[config.mk]
export PLATFORM = sky130hd
export DESIGN_NAME = halt_wake_ctrl
export DESIGN_NICKNAME = d
export VERILOG_FILES = /design/src/rtl/hw_pkg.sv /design/src/rtl/hw_edge_detect.sv /design/src/rtl/hw_wake_arbiter.sv /design/src/rtl/halt_wake_ctrl.sv
export SDC_FILE = /design/constraint.sdc
export NUM_CORES = 1
export LEC_CHECK = 0
export ABC_CLOCK_PERIOD_IN_PS = 2100
export BUFFER_PORTS_ARGS = -buffer_cell sky130_fd_sc_hd__buf_2
export CAP_MARGIN = 20
export CORE_UTILIZATION = 45
export CTS_CLUSTER_SIZE = 24
export DETAILED_ROUTE_END_ITERATION = 10
export HOLD_SLACK_MARGIN = 0.05
export PLACE_DENSITY = 0.71
export SLEW_MARGIN = 10
export SYNTH_ARGS = -nofsm -noshare
export SYNTH_HDL_FRONTEND = slang
export SYNTH_HIERARCHICAL = 1
export SYNTH_SLANG_ARGS = --single-unit
[constraint.sdc]
create_clock -name clk -period 2.1 [get_ports clk]
set_input_delay 0.315 -clock clk [delete_from_list [all_inputs] [get_ports clk]]
set_output_delay 0.315 -clock clk [all_outputs]
set_load 0.01 [all_outputs]
[src/rtl/hw_pkg.sv]
package hw_pkg;
    typedef logic [3:0] act_t;
    localparam act_t ACT_NONE = 4'b0000;
    localparam act_t ACT_NEXT = 4'b0001;
    localparam act_t ACT_IRQ  = 4'b0010;
    localparam act_t ACT_WARM = 4'b0100;
    localparam act_t ACT_FULL = 4'b1000;
endpackage

[src/rtl/hw_edge_detect.sv]
module hw_edge_detect #(
    parameter int W      = 8,
    parameter int STAGES = 2
) (
    input  logic         clk,
    input  logic         rst_n,
    input  logic [W-1:0] pin,
    input  logic [W-1:0] mask,
    output logic [W-1:0] fall
);
    localparam int LAST = STAGES - 1;

    logic [W-1:0] sync_q [STAGES];
    logic [W-1:0] sync_d [STAGES];
    logic [W-1:0] prev_q, prev_d;

    always_comb begin
        sync_d[0] = pin;
        for (int i = 1; i < STAGES; i++) begin
            sync_d[i] = sync_q[i-1];
        end
        prev_d = sync_q[LAST];
    end

    always_ff @(posedge clk or negedge rst_n) begin
        if (!rst_n) begin
            for (int i = 0; i < STAGES; i++) begin
                sync_q[i] <= '0;
            end
            prev_q <= '0;
        end else begin
            for (int i = 0; i < STAGES; i++) begin
                sync_q[i] <= sync_d[i];
            end
            prev_q <= prev_d;
        end
    end

    assign fall = prev_q & ~sync_q[LAST] & mask;
endmodule

[src/rtl/hw_wake_arbiter.sv]
module hw_wake_arbiter
    import hw_pkg::*;
#(
    parameter int NUM_IRQ = 2
) (
    input  logic               wdt_ovf,
    input  logic [NUM_IRQ-1:0] irq_new,
    input  logic [NUM_IRQ-1:0] irq_en,
    input  logic               stack_full,
    input  logic               port_fall,
    output logic               wake,
    output act_t               act
);
    logic irq_take;

    always_comb begin
        irq_take = ((irq_new & irq_en) != '0) && !stack_full;
        wake     = 1'b1;
        if (wdt_ovf) begin
            act = ACT_WARM;
        end else if (irq_new != '0) begin
            act = irq_take ? ACT_IRQ : ACT_NEXT;
        end else if (port_fall) begin
            act = ACT_NEXT;
        end else begin
            act  = ACT_NONE;
            wake = 1'b0;
        end
    end
endmodule

[src/rtl/halt_wake_ctrl.sv]
module halt_wake_ctrl
    import hw_pkg::*;
#(
    parameter int NUM_IRQ     = 2,
    parameter int PORT_W      = 8,
    parameter int SYNC_STAGES = 2
) (
    input  logic               clk,
    input  logic               rst_n,
    input  logic               ext_reset,
    input  logic               halt_req,
    input  logic               clrwdt_req,
    input  logic               wdt_ovf,
    input  logic [NUM_IRQ-1:0] irq_flag,
    input  logic [NUM_IRQ-1:0] irq_en,
    input  logic               stack_full,
    input  logic [PORT_W-1:0]  port_in,
    input  logic [PORT_W-1:0]  wake_mask,
    output logic               sys_clk_en,
    output logic               pdf,
    output logic               to_flag,
    output logic               wdt_clr,
    output logic               resume_vld,
    output logic [3:0]         resume_act
);
    typedef struct packed {
        logic               run;
        logic               pdf;
        logic               to;
        logic               clr;
        logic               vld;
        act_t               act;
        logic [NUM_IRQ-1:0] held;
    } ctl_t;

    ctl_t s_q, s_d;

    logic [PORT_W-1:0]  fall_vec;
    logic               fall_any;
    logic [NUM_IRQ-1:0] irq_new;
    logic               wake;
    act_t               wake_act;

    hw_edge_detect #(.W(PORT_W), .STAGES(SYNC_STAGES)) u_edge (
        .clk  (clk),
        .rst_n(rst_n),
        .pin  (port_in),
        .mask (wake_mask),
        .fall (fall_vec)
    );

    assign fall_any = |fall_vec;
    assign irq_new  = irq_flag & ~s_q.held;

    hw_wake_arbiter #(.NUM_IRQ(NUM_IRQ)) u_arb (
        .wdt_ovf   (wdt_ovf),
        .irq_new   (irq_new),
        .irq_en    (irq_en),
        .stack_full(stack_full),
        .port_fall (fall_any),
        .wake      (wake),
        .act       (wake_act)
    );

    always_comb begin
        s_d     = s_q;
        s_d.clr = 1'b0;
        s_d.vld = 1'b0;
        s_d.act = ACT_NONE;
        if (ext_reset) begin
            s_d.run = 1'b1;
            s_d.vld = 1'b1;
            s_d.act = ACT_FULL;
        end else if (s_q.run) begin
            if (halt_req) begin
                s_d.run  = 1'b0;
                s_d.pdf  = 1'b1;
                s_d.to   = 1'b0;
                s_d.clr  = 1'b1;
                s_d.held = irq_flag;
            end else if (clrwdt_req) begin
                s_d.pdf = 1'b0;
                s_d.clr = 1'b1;
            end
        end else if (wake) begin
            s_d.run = 1'b1;
            s_d.vld = 1'b1;
            s_d.act = wake_act;
            if (wake_act == ACT_WARM) begin
                s_d.to = 1'b1;
            end
        end
    end

    always_ff @(posedge clk or negedge rst_n) begin
        if (!rst_n) begin
            s_q.run  <= 1'b1;
            s_q.pdf  <= 1'b0;
            s_q.to   <= 1'b0;
            s_q.clr  <= 1'b0;
            s_q.vld  <= 1'b0;
            s_q.act  <= ACT_NONE;
            s_q.held <= '0;
        end else begin
            s_q <= s_d;
        end
    end

    assign sys_clk_en = s_q.run;
    assign pdf        = s_q.pdf;
    assign to_flag    = s_q.to;
    assign wdt_clr    = s_q.clr;
    assign resume_vld = s_q.vld;
    assign resume_act = s_q.act;


    halt_entry_chk: assert property (@(posedge clk) disable iff (!rst_n)
        (sys_clk_en && halt_req && !ext_reset) |=> (!sys_clk_en && pdf && !to_flag && wdt_clr));


    ext_reset_chk: assert property (@(posedge clk) disable iff (!rst_n)
        ext_reset |=> (sys_clk_en && resume_vld && resume_act == ACT_FULL));


    warm_wake_chk: assert property (@(posedge clk) disable iff (!rst_n)
        (!sys_clk_en && wdt_ovf && !ext_reset) |=> (to_flag && pdf && resume_act == ACT_WARM));


    stay_halted_chk: assert property (@(posedge clk) disable iff (!rst_n)
        (!sys_clk_en && !ext_reset && !wdt_ovf && irq_new == '0 && !fall_any) |=> !sys_clk_en);


    onehot_act_chk: assert property (@(posedge clk) disable iff (!rst_n)
        resume_vld |-> ($countones(resume_act) == 1 && sys_clk_en));


    idle_act_chk: assert property (@(posedge clk) disable iff (!rst_n)
        !resume_vld |-> (resume_act == ACT_NONE));


    single_strobe_chk: assert property (@(posedge clk) disable iff (!rst_n)
        (resume_vld && !ext_reset) |=> !resume_vld);
endmodule

==> results of run 1 <==
==> registers in the layout, indices dropped and copies added, names as in the netlist <==
register and count:
pdf 1, resume_act 4, resume_vld 1, s_q 2, sys_clk_en 1, to_flag 1
u_edge/prev_d 8, u_edge/prev_q 8, u_edge/sync_d 8, wdt_clr 1
==> through the flow <==
stage / util / setup WS, ns / hold WS (ns) / instances / cell area, um^2
finish: 0.573 / 0.219 / 0.0394 / 147 / 1460
global route: 0.573 / 0.105 / 0.0641 / 147 / 1460
CTS: 0.573 / 0.194 / 0.0598 / 147 / 1460
detailed placement: 0.551 / 0.122 / 0.336 / 140 / 1400
global placement: 0.551 / 0.294 / 0.331 / 140 / 1400
floorplan: - / 0.529 / 0.0194 / 82 / 1240
==> layout make-up <==
| cell class | instances | area [um^2] |
|---|---|---|
| Clock inverter | 1 | 5.00 |
| Multi-Input combinational cell | 37 | 300 |
| Tap cell | 30 | 37.5 |
| Timing Repair Buffer | 35 | 175 |
| Sequential cell | 35 | 877 |
| Inverter | 3 | 11.3 |
| Fill cell | 223 | 1090 |
| Clock buffer | 6 | 51.3 |
==> power by group through the flow <==
| stage | logic [mW] | registers (mW) | clock network (mW) |
|---|---|---|---|
| 2_1_floorplan | 0.0679 | 0.750 | 0 |
| 3_3_place_gp | 0.121 | 0.747 | 0 |
| 3_5_place_dp | 0.125 | 0.750 | 0 |
| 4_1_cts | 0.125 | 0.736 | 0.375 |
| 5_1_grt | 0.135 | 0.742 | 0.398 |
| 6_report | 0.122 | 0.736 | 0.352 |
==> synthesized netlist by cell type <==
cell type / number / area share
nor3_1: 2 / 0.0080
buf_6: 1 / 0.0090
o21bai_1: 1 / 0.0060
and3b_2: 1 / 0.0080
nor2_1: 1 / 0.0030
inv_1: 3 / 0.0090
a211oi_2: 1 / 0.010
nand2b_1: 4 / 0.020
nor3b_1: 5 / 0.030
nor4_1: 2 / 0.010
a22o_2: 1 / 0.0080
and3b_1: 8 / 0.056
nor2b_1: 2 / 0.010
dfstp_2: 1 / 0.021
dfrtp_1: 34 / 0.68
nand3b_1: 1 / 0.0060
nand3b_4: 1 / 0.016
o21ai_0: 1 / 0.0040
mux2_4: 2 / 0.024
a22o_1: 1 / 0.0070
buf_4: 6 / 0.036
nor4bb_1: 1 / 0.0080
nand2_1: 1 / 0.0030
conb_1: 1 / 0.0030
==> per-layer routing <==
| layer | global-route usage | wire length [um] | vias to the layer above |
|---|---|---|---|
| li1 | - | - | 341 |
| met1 | 0.159 | 764 | 340 |
| met2 | 0.243 | 899 | 25 |
| met3 | 0.0583 | 114 | 6 |
| met4 | 0.103 | 37 | 0 |
| met5 | 0 | 0 | - |
==> logic make-up (layout without fill, tap and decap cells) <==
kind of cell,after synthesis,after routing,synth area share
other,1,1,0.00301
flip-flops,35,35,0.705
multiplexers,2,2,0.0241
buffers and inverters,10,45,0.0543
AO/OA/AOI/OAI,5,5,0.0352
AND/OR/NAND/NOR,29,29,0.179
==> worst max-delay path by stage <==
stage | startpoint | to | cells past startpoint
4_1_cts | u_edge/prev_d[1]$_DFF_PN0_ | to_flag$_DFFE_PN0P_ | 7
6_report | u_edge/prev_q[1]$_DFF_PN0_ | to_flag$_DFFE_PN0P_ | 7
3_5_place_dp | wake_mask[1] | to_flag$_DFFE_PN0P_ | 8
3_3_place_gp | wake_mask[1] | to_flag$_DFFE_PN0P_ | 8
2_1_floorplan | u_edge/prev_q[1]$_DFF_PN0_ | to_flag$_DFFE_PN0P_ | 7
5_1_grt | u_edge/prev_d[1]$_DFF_PN0_ | to_flag$_DFFE_PN0P_ | 7
==> worst max-delay path, delay by kind of cell, from the launching register on <==
family	cells	cell delay, ns
flops	1	0.37
compound gates	2	0.27
simple gates	5	1.20
==> summary.txt, run 1 <==
Placement
  – RePlAce Congestion: 0.720
  – HPWL Detailed: 1330 um
  – IO Port Bufs: 35

Worst setup path
  – Worst-path fanout max: 2
  – Critical path arrival: 2.15 ns
  – Reg2reg end: to_flag$_DFFE_PN0P_
  – Critical-path cell list: and3b_1, nor4_1, nand2_1, nor3_1, a211oi_2, nor4bb_1, a22o_2
  – Critical R2R Launch: u_edge/prev_q[1]$_DFF_PN0_
  – Worst Path Class, Setup: reg -> reg
  – Critical path's slowest cell: dfrtp_1
  – Worst setup EP type: flip-flop
  – CP peak stage delay: 0.37 ns
  – Worst R2R Path Depth: 7
  – CP startpoint kind: flip-flop
  – R2r setup slk: 0.22 ns
  – Required @ worst endpoint: 2.37 ns

Timing
  – Min cycle time layout: 1.88 ns
  – Fmax: 532 MHz
  – Fin. Hold Viols: 0
  – Setup Skew: 0.00303 ns
  – Unrepaired setup endpoints after global routing: no
  – Max-slew violation count: 0
  – Tightest Pin Transition: 0.728 ns
  – Period utilization: 0.896
  – Setup TNS: 0 ns
  – Slew HR: 0.515
  – Final Setup Violations: 0

Synthesis
  – #FFs+latches synth: 35
  – Syn Inst Count: 82
  – Syn Area/Cell: 15.2 um^2
  – YS warnings: 6
  – Register area share after synthesis: 0.705
  – Yosys cell types: 24
  – Syn Nets: 109
  – Syn Std Cell Area: 0.00124 mm^2

Cells and area
  – Antenna diode count: 0
  – Commonest non-fill, non-tap cell in the layout: buf_2
  – Most frequent cells in the layout: buf_2 (35), dfrtp_1 (34), and3b_1 (8), nor3b_1 (5), clkbuf_4 (5)
  – P&R area growth vs syn: 17.1%
  – # nets final: 144
  – Layout cells sized above 1: 0.419

CTS
  – Clk slew on worst S/H paths: 0.09 ns
  – CTS H-tree lvls: 2
  – Root Buffer: clkbuf_4
  – Clock latency on the worst-skew pair: 0.32 ns
  – Clock sink total: 35
  – Max clock buf depth: 2
  – CTS buffer count: 5
  – Post_cts resized: 0
  – CTS Hold Bufs: 0
  – Postcts setup bufs: 0
  – CTS tree: done

Die
  – Core area: 0.00254 mm^2
  – Die height: 54.6 um
  – Die footprint: 0.00298 mm^2
  – Die Span X: 54.6 um
  – Std cell rows: 18
  – Initial Utilization: 0.489
  – Ports: 36

Global route
  – Global-route wire length before repair: 2890 um
  – Vias in the first global route: 713
  – Initial antenna violation count: 0
  – Congestion Overflow GR: 0
  – Largest net degree at the start of global routing: 36
  – All-Layer GR Usage: 0.150

Power and ir drop
  – Psw: 0.274 mW
  – Switch share: 0.226
  – Pint: 0.936 mW
  – Tot Pwr: 1.21 mW
  – Peak VDD IR: 0.587 mV
  – Pleak: 0.751 nW
  – Combinational share of power: 0.101
  – Sequential Power Share: 0.608
  – Pwr dens: 830 mW/mm^2
  – Clock power share: 0.291

Detailed routing
  – Pre-antenna DRT Iters: 3
  – Via count: 712
  – Remaining antenna violation count: 0
  – DR iter-0 viols: 5
  – Routed wire length: 1820 um
  – Vias per inst: 4.84
  – Remaining DRCs: 0
  – WL per Instance: 12.3 um

Hold path
  – Hold crit path type: in -> async

Outcome
  – Status: complete, no violations

Run
  – Max-cap viol count: 0
Power figures use the tool's default switching activity.
==> run 2: changes to the inputs <==
CORE_UTILIZATION = 40   (was 45)
PLACE_DENSITY = not set   (was 0.71)
RECOVER_POWER = 50   (was not set)
REMOVE_ABC_BUFFERS = 1   (was not set)
==> run 2 against run 1 <==
  * Sequential share of layout area grew 0.36 points
  * First-iteration DRC count grew 100%
  * The flow now finishes with violations (design-rule violations, max-capacitance violations, max-slew violations)
  * Via count grew 1.7%
  * Final area shrank 0.60%
  * Flip-flop and latch count is the same
==> summary.txt, run 2 (synthesis results as in run 1) <==
Die
  – Std cell rows: 19 (+1)
  – Initial Utilization: 0.436 (-0.0528)
  – Die height: 57.8 um (+5.9%)
  – Die footprint: 0.00334 mm^2 (+12%)
  – Core area: 0.00285 mm^2 (+12%)
  – Ports: 36 (unchanged)
  – Die Span X: 57.8 um (+5.9%)

Detailed routing
  – Routed wire length: 1900 um (+4.8%)
  – Pre-antenna DRT Iters: 7 (+4)
  – Remaining DRCs: 3 (+3)
  – Via count: 724 (+1.7%)
  – WL per Instance: 12.8 um (+3.4%)
  – Vias per inst: 4.86 (+0.32%)
  – Remaining antenna violation count: 0 (unchanged)
  – DR iter-0 viols: 10 (+5)

Global route
  – Largest net degree at the start of global routing: 36 (unchanged)
  – Global-route wire length before repair: 3130 um (+8.1%)
  – Initial antenna violation count: 0 (unchanged)
  – Vias in the first global route: 721 (+1.1%)
  – All-Layer GR Usage: 0.134 (-0.0155)
  – Congestion Overflow GR: 0 (unchanged)

Worst setup path
  – Critical path arrival: 2.09 ns (-0.06 ns)
  – Critical-path cell list: and3b_1, nor4_1, nand2_1, nor3_1, a211oi_2, nor4bb_1, a22o_2
  – Worst Path Class, Setup: reg -> reg
  – CP startpoint kind: flip-flop
  – Critical path's slowest cell: dfrtp_1
  – Worst setup EP type: flip-flop
  – CP peak stage delay: 0.36 ns (about the same)
  – Worst Path Buf+Inv: 0 (unchanged)
  – Required @ worst endpoint: 2.37 ns (about the same)
  – Crit-path leading delay family: simple AND/OR/NAND/NOR gates
  – Worst-path fanout max: 2 (unchanged)

Timing
  – Slew HR: -0.163 (-0.678)
  – Unrepaired setup endpoints after global routing: no
  – Setup WS post-layout: 0.283 ns (+0.0645 ns)
  – Tightest Pin Transition: 1.74 ns (+1.02 ns)
  – Final Setup Violations: 0 (unchanged)
  – Fmax: 550 MHz (+3.5%)
  – Max-slew violation count: 36 (+36)
  – Setup TNS: 0 ns (unchanged)
  – Min cycle time layout: 1.82 ns (-0.0645 ns)
  – Period utilization: 0.865 (-0.0307)
  – Fin. Hold Viols: 0 (unchanged)
  – Setup Skew: 0.00622 ns (+0.00318 ns)

Power and ir drop
  – Pwr dens: 819 mW/mm^2 (-1.3%)
  – Psw: 0.273 mW (-0.32%)
  – Peak VDD IR: 0.431 mV (-27%)
  – Combinational share of power: 0.101 (about the same)
  – Clock power share: 0.278 (-0.013)
  – Pleak: 0.738 nW (-1.7%)
  – Sequential Power Share: 0.621 (+0.013)
  – Pint: 0.914 mW (-2.4%)
  – Switch share: 0.230 (+0.00366)

Placement
  – RePlAce Congestion: 0.737 (+2.3%)
  – IO Port Bufs: 35 (unchanged)
  – HPWL Detailed: 1380 um (+3.7%)
  – Worst slack at placement: 0.209 ns (+0.0873 ns)

Cells and area
  – Layout cells sized above 1: 0.381 (-0.0374)
  – Commonest non-fill, non-tap cell in the layout: dfrtp_1
  – P&R area growth vs syn: 16.4%
  – # nets final: 144 (unchanged)
  – Most frequent cells in the layout: dfrtp_1 (34), buf_2 (33), and3b_1 (8)
  – Antenna diode count: 0 (unchanged)

CTS
  – CTS buffer count: 5 (unchanged)
  – Post_cts resized: 0 (unchanged)
  – CTS Hold Bufs: 0 (unchanged)
  – Clock latency on the worst-skew pair: 0.33 ns (about the same)
  – Max clock buf depth: 2 (unchanged)
  – Clk slew on worst S/H paths: 0.10 ns (about the same)
  – Root Buffer: clkbuf_4
  – CTS tree: done
  – Clock sink total: 35 (unchanged)
  – CTS H-tree lvls: 2 (unchanged)
  – Postcts setup bufs: 0 (unchanged)

Run
  – Max-cap viol count: 1 (+1)

Hold path
  – Hold crit path type: in -> reg

Outcome
  – Status: finished with violations
  – Failing checks: design-rule violations, max-capacitance violations, max-slew violations
run 2: final timing paths:
kind / startpoint / to / slack (ns) / depth (start not counted)
worst max-delay path: u_edge/prev_q[1]$_DFF_PN0_ / to_flag$_DFFE_PN0P_ / 0.28 / 7
worst min-delay path: port_in[1] / u_edge/sync_d[1]$_DFF_PN0_ / 0.09 / 1
worst max register to register: u_edge/prev_q[1]$_DFF_PN0_ / to_flag$_DFFE_PN0P_ / 0.28 / 7
worst min register to register: u_edge/sync_d[1]$_DFF_PN0_ / u_edge/prev_d[1]$_DFF_PN0_ / 0.36 / 0
max in group asynchronous: rst_n / resume_act[0]$_DFF_PN0_ / 0.66 / 1
min in group asynchronous: rst_n / u_edge/prev_q[2]$_DFF_PN0_ / 0.44 / 1
run 2: layer usage:
layer	routed length, um	vias to the layer above	track usage
met3	131	4	0.0603
met1	794	353	0.154
met5	0	-	0
met2	936	23	0.208
met4	40	0	0.0816
li1	-	344	-
run 2: power by group through the flow:
stage,sequential [mW],combinational (mW),clock (mW)
3_3_place_gp,0.749,0.121,0
3_5_place_dp,0.751,0.124,0
4_1_cts,0.738,0.124,0.347
6_report,0.737,0.120,0.330
2_1_floorplan,0.752,0.0561,0
5_1_grt,0.742,0.134,0.378
run 2: layout make-up:
class                   count  area (um^2)
clock buffers               8         48.8
fillers                   268         1400
inverters                   3         11.3
multi-input cells          37          300
flip-flops and latches     35          877
well taps                  31         38.8
repair buffers             35          173
run 2: stage by stage:
step           hold slack, ns  power, mW  utilization  area, um^2  instances
2_1_floorplan          0.0194      0.808            -        1190         75
3_3_place_gp            0.333      0.870        0.492        1400        141
3_5_place_dp            0.336      0.874        0.492        1400        141
4_1_cts                0.0633       1.21        0.509        1450        149
5_1_grt                0.0523       1.25        0.508        1450        149
6_report               0.0882       1.19        0.508        1450        149
run 2: worst reg2reg max path, cell delays in order, from the launching register on:
cell and delay (ns):
dfrtp_1 0.36, and3b_1 0.15, nor4_1 0.30, nand2_1 0.09
nor3_1 0.25, a211oi_2 0.09, nor4bb_1 0.33, a22o_2 0.19
==> run 3: changes to the inputs <==
PLACE_DENSITY = 0.64   (was not set)
==> run 3 against run 2 <==
  * Critical path depth unchanged
  * Final area increased by 2.8%
  * Highest routed layer unchanged
  * Largest power group unchanged
  * Sequential share of layout area decreased by 1.7 points
  * Maximum frequency increased by 2.9%
  * Count of clock-buffer cells in the layout decreased by 2
  * Die area unchanged
  * The run ends with design-rule violations left
==> summary.txt, run 3 (synthesis results as in run 1) <==
Outcome
  – Status: finished with violations
  – Failing checks: design-rule violations

Worst setup path
  – Worst Path Buf+Inv: 0 (unchanged)
  – CP startpoint kind: flip-flop
  – Crit-path leading delay family: simple AND/OR/NAND/NOR gates
  – R2r setup slk: 0.34 ns (+0.05 ns)
  – Critical R2R Launch: u_edge/prev_d[1]$_DFF_PN0_
  – Worst-path fanout max: 2 (unchanged)
  – Critical path arrival: 2.04 ns (-0.05 ns)
  – Worst Path Class, Setup: reg -> reg
  – Worst setup EP type: flip-flop
  – CP peak stage delay: 0.37 ns (about the same)
  – Required @ worst endpoint: 2.38 ns (about the same)
  – Reg2reg end: to_flag$_DFFE_PN0P_
  – Critical path's slowest cell: dfrtp_1
  – Critical-path cell list: and3b_1, nor4_1, nand2_1, nor3_1, a211oi_2, nor4bb_1, a22o_2
  – Worst R2R Path Depth: 7 (unchanged)

Cells and area
  – P&R area growth vs syn: 19.7%
  – Most frequent cells in the layout: dfrtp_1 (34), buf_2 (33), and3b_1 (8), nor3b_1 (5), clkbuf_4 (5)
  – Reg area: 877 um^2 (unchanged)
  – Finished Core Util: 0.522 (+0.0145)
  – Filler Cells Inserted: 246 (-8.2%)
  – # nets final: 145 (+0.69%)
  – Antenna diode count: 0 (unchanged)
  – Multi-input gate area: 300 um^2 (unchanged)
  – Fin cells: 150 (+0.67%)
  – Layout cells sized above 1: 0.395 (+0.0136)
  – Layout Cell Area excl Fill: 0.00149 mm^2 (+2.8%)
  – Commonest non-fill, non-tap cell in the layout: dfrtp_1

Detailed routing
  – WL per Instance: 12.6 um (-1.1%)
  – Via count: 701 (-3.2%)
  – Vias per inst: 4.67 (-3.8%)
  – Routed wire length: 1890 um (-0.47%)
  – DR iter-0 viols: 19 (+9)
  – Remaining antenna violation count: 0 (unchanged)
  – Remaining DRCs: 2 (-1)
  – Pre-antenna DRT Iters: 7 (unchanged)

Power and ir drop
  – Pwr dens: 889 mW/mm^2 (+8.5%)
  – Peak VDD IR: 0.350 mV (-19%)
  – Tot Pwr: 1.33 mW (+12%)
  – Pleak: 0.756 nW (+2.4%)

Die
  – Ports: 36 (unchanged)
  – Die Span X: 57.8 um (unchanged)
  – Die footprint: 0.00334 mm^2 (unchanged)
  – Die height: 57.8 um (unchanged)
  – Core area: 0.00285 mm^2 (unchanged)
  – Std cell rows: 19 (unchanged)
  – Initial Utilization: 0.436 (unchanged)

Timing
  – Period utilization: 0.840 (-0.0247)
  – Min cycle time layout: 1.76 ns (-0.0518 ns)
  – Unrepaired setup endpoints after global routing: no
  – Fin. Hold Viols: 0 (unchanged)
  – Setup WS post-layout: 0.335 ns (+0.0518 ns)
  – Slew HR: 0.462 (+0.625)
  – Max-slew violation count: 0 (-100%)
  – Setup Skew: 0.0107 ns (+0.00450 ns)
  – Final Setup Violations: 0 (unchanged)
  – Fmax: 567 MHz (+2.9%)
  – Min Hold Slack: 0.0753 ns (-0.0129 ns)
  – Tightest Pin Transition: 0.808 ns (-0.937 ns)
  – Setup TNS: 0 ns (unchanged)

CTS
  – Clock sink total: 35 (unchanged)
  – Clock latency on the worst-skew pair: 0.33 ns (about the same)
  – Root Buffer: clkbuf_4
  – Max clock buf depth: 2 (unchanged)
  – Clk slew on worst S/H paths: 0.11 ns (about the same)
  – CTS H-tree lvls: 2 (unchanged)
  – CTS tree: done
  – Post_cts resized: 0 (unchanged)
  – CTS buffer count: 5 (unchanged)

Placement
  – Placed Cells: 141 (unchanged)
  – RePlAce Congestion: 0.789 (+7.0%)
  – IO Port Bufs: 35 (unchanged)
  – DP Area: 0.00140 mm^2 (unchanged)
  – HPWL Detailed: 1300 um (-5.9%)
  – Worst slack at placement: 0.262 ns (+0.0533 ns)

Hold path
  – Worst Hold End: u_edge/sync_d[3]$_DFF_PN0_
  – Hold Path Origin: port_in[3]
  – Worst hold stages: 1 (unchanged)
  – Hold crit path type: in -> reg

Global route
  – All-Layer GR Usage: 0.143 (+0.00812)
  – Global-route wire length before repair: 3370 um (+7.7%)
  – Vias in the first global route: 768 (+6.5%)
  – Congestion Overflow GR: 0 (unchanged)
  – Largest net degree at the start of global routing: 36 (unchanged)
  – Initial antenna violation count: 0 (unchanged)

Run
  – Max-cap viol count: 0 (-1)
[run 3: power by group]
group | leakage (nW) | switching, mW | total [mW] | internal [mW]
sequential | 0.414 | 0.0192 | 0.737 | 0.717
combinational | 0.303 | 0.0578 | 0.122 | 0.0643
clock | 0.0385 | 0.216 | 0.467 | 0.251
[run 3: repair_timing]
item / in CTS / in global routing
hold buffers: 1 / 0
endpoints found under the hold margin: 11 / 0
buffers inserted: 0 / 0
[run 3: per-layer routing]
metal	up-vias	global-route usage	wire length, um	share of wire
met5	-	0	0	0
met4	0	0.102	61	0.032
met3	7	0.0491	124	0.066
met2	22	0.213	894	0.47
met1	331	0.173	813	0.43
li1	341	-	-	-
[run 3: final cells by class]
| class | count | area share |
|---|---|---|
| Sequential cell | 35 | 0.589 |
| Multi-Input combinational cell | 37 | 0.202 |
| Timing Repair Buffer | 36 | 0.123 |
| Clock buffer | 6 | 0.0277 |
| Tap cell | 31 | 0.0260 |
| Clock inverter | 2 | 0.0252 |
| Inverter | 3 | 0.00756 |
[run 3: worst max-delay path by stage]
stage	from	end	slack [ns]	depth (start not counted)
finish	u_edge/prev_d[1]$_DFF_PN0_	to_flag$_DFFE_PN0P_	0.34	7
global placement	wake_mask[1]	to_flag$_DFFE_PN0P_	0.30	8
floorplan	u_edge/prev_q[1]$_DFF_PN0_	to_flag$_DFFE_PN0P_	0.53	7
CTS	u_edge/prev_d[1]$_DFF_PN0_	to_flag$_DFFE_PN0P_	0.30	7
detailed placement	wake_mask[1]	to_flag$_DFFE_PN0P_	0.26	8
global route	u_edge/prev_d[1]$_DFF_PN0_	to_flag$_DFFE_PN0P_	0.1	7
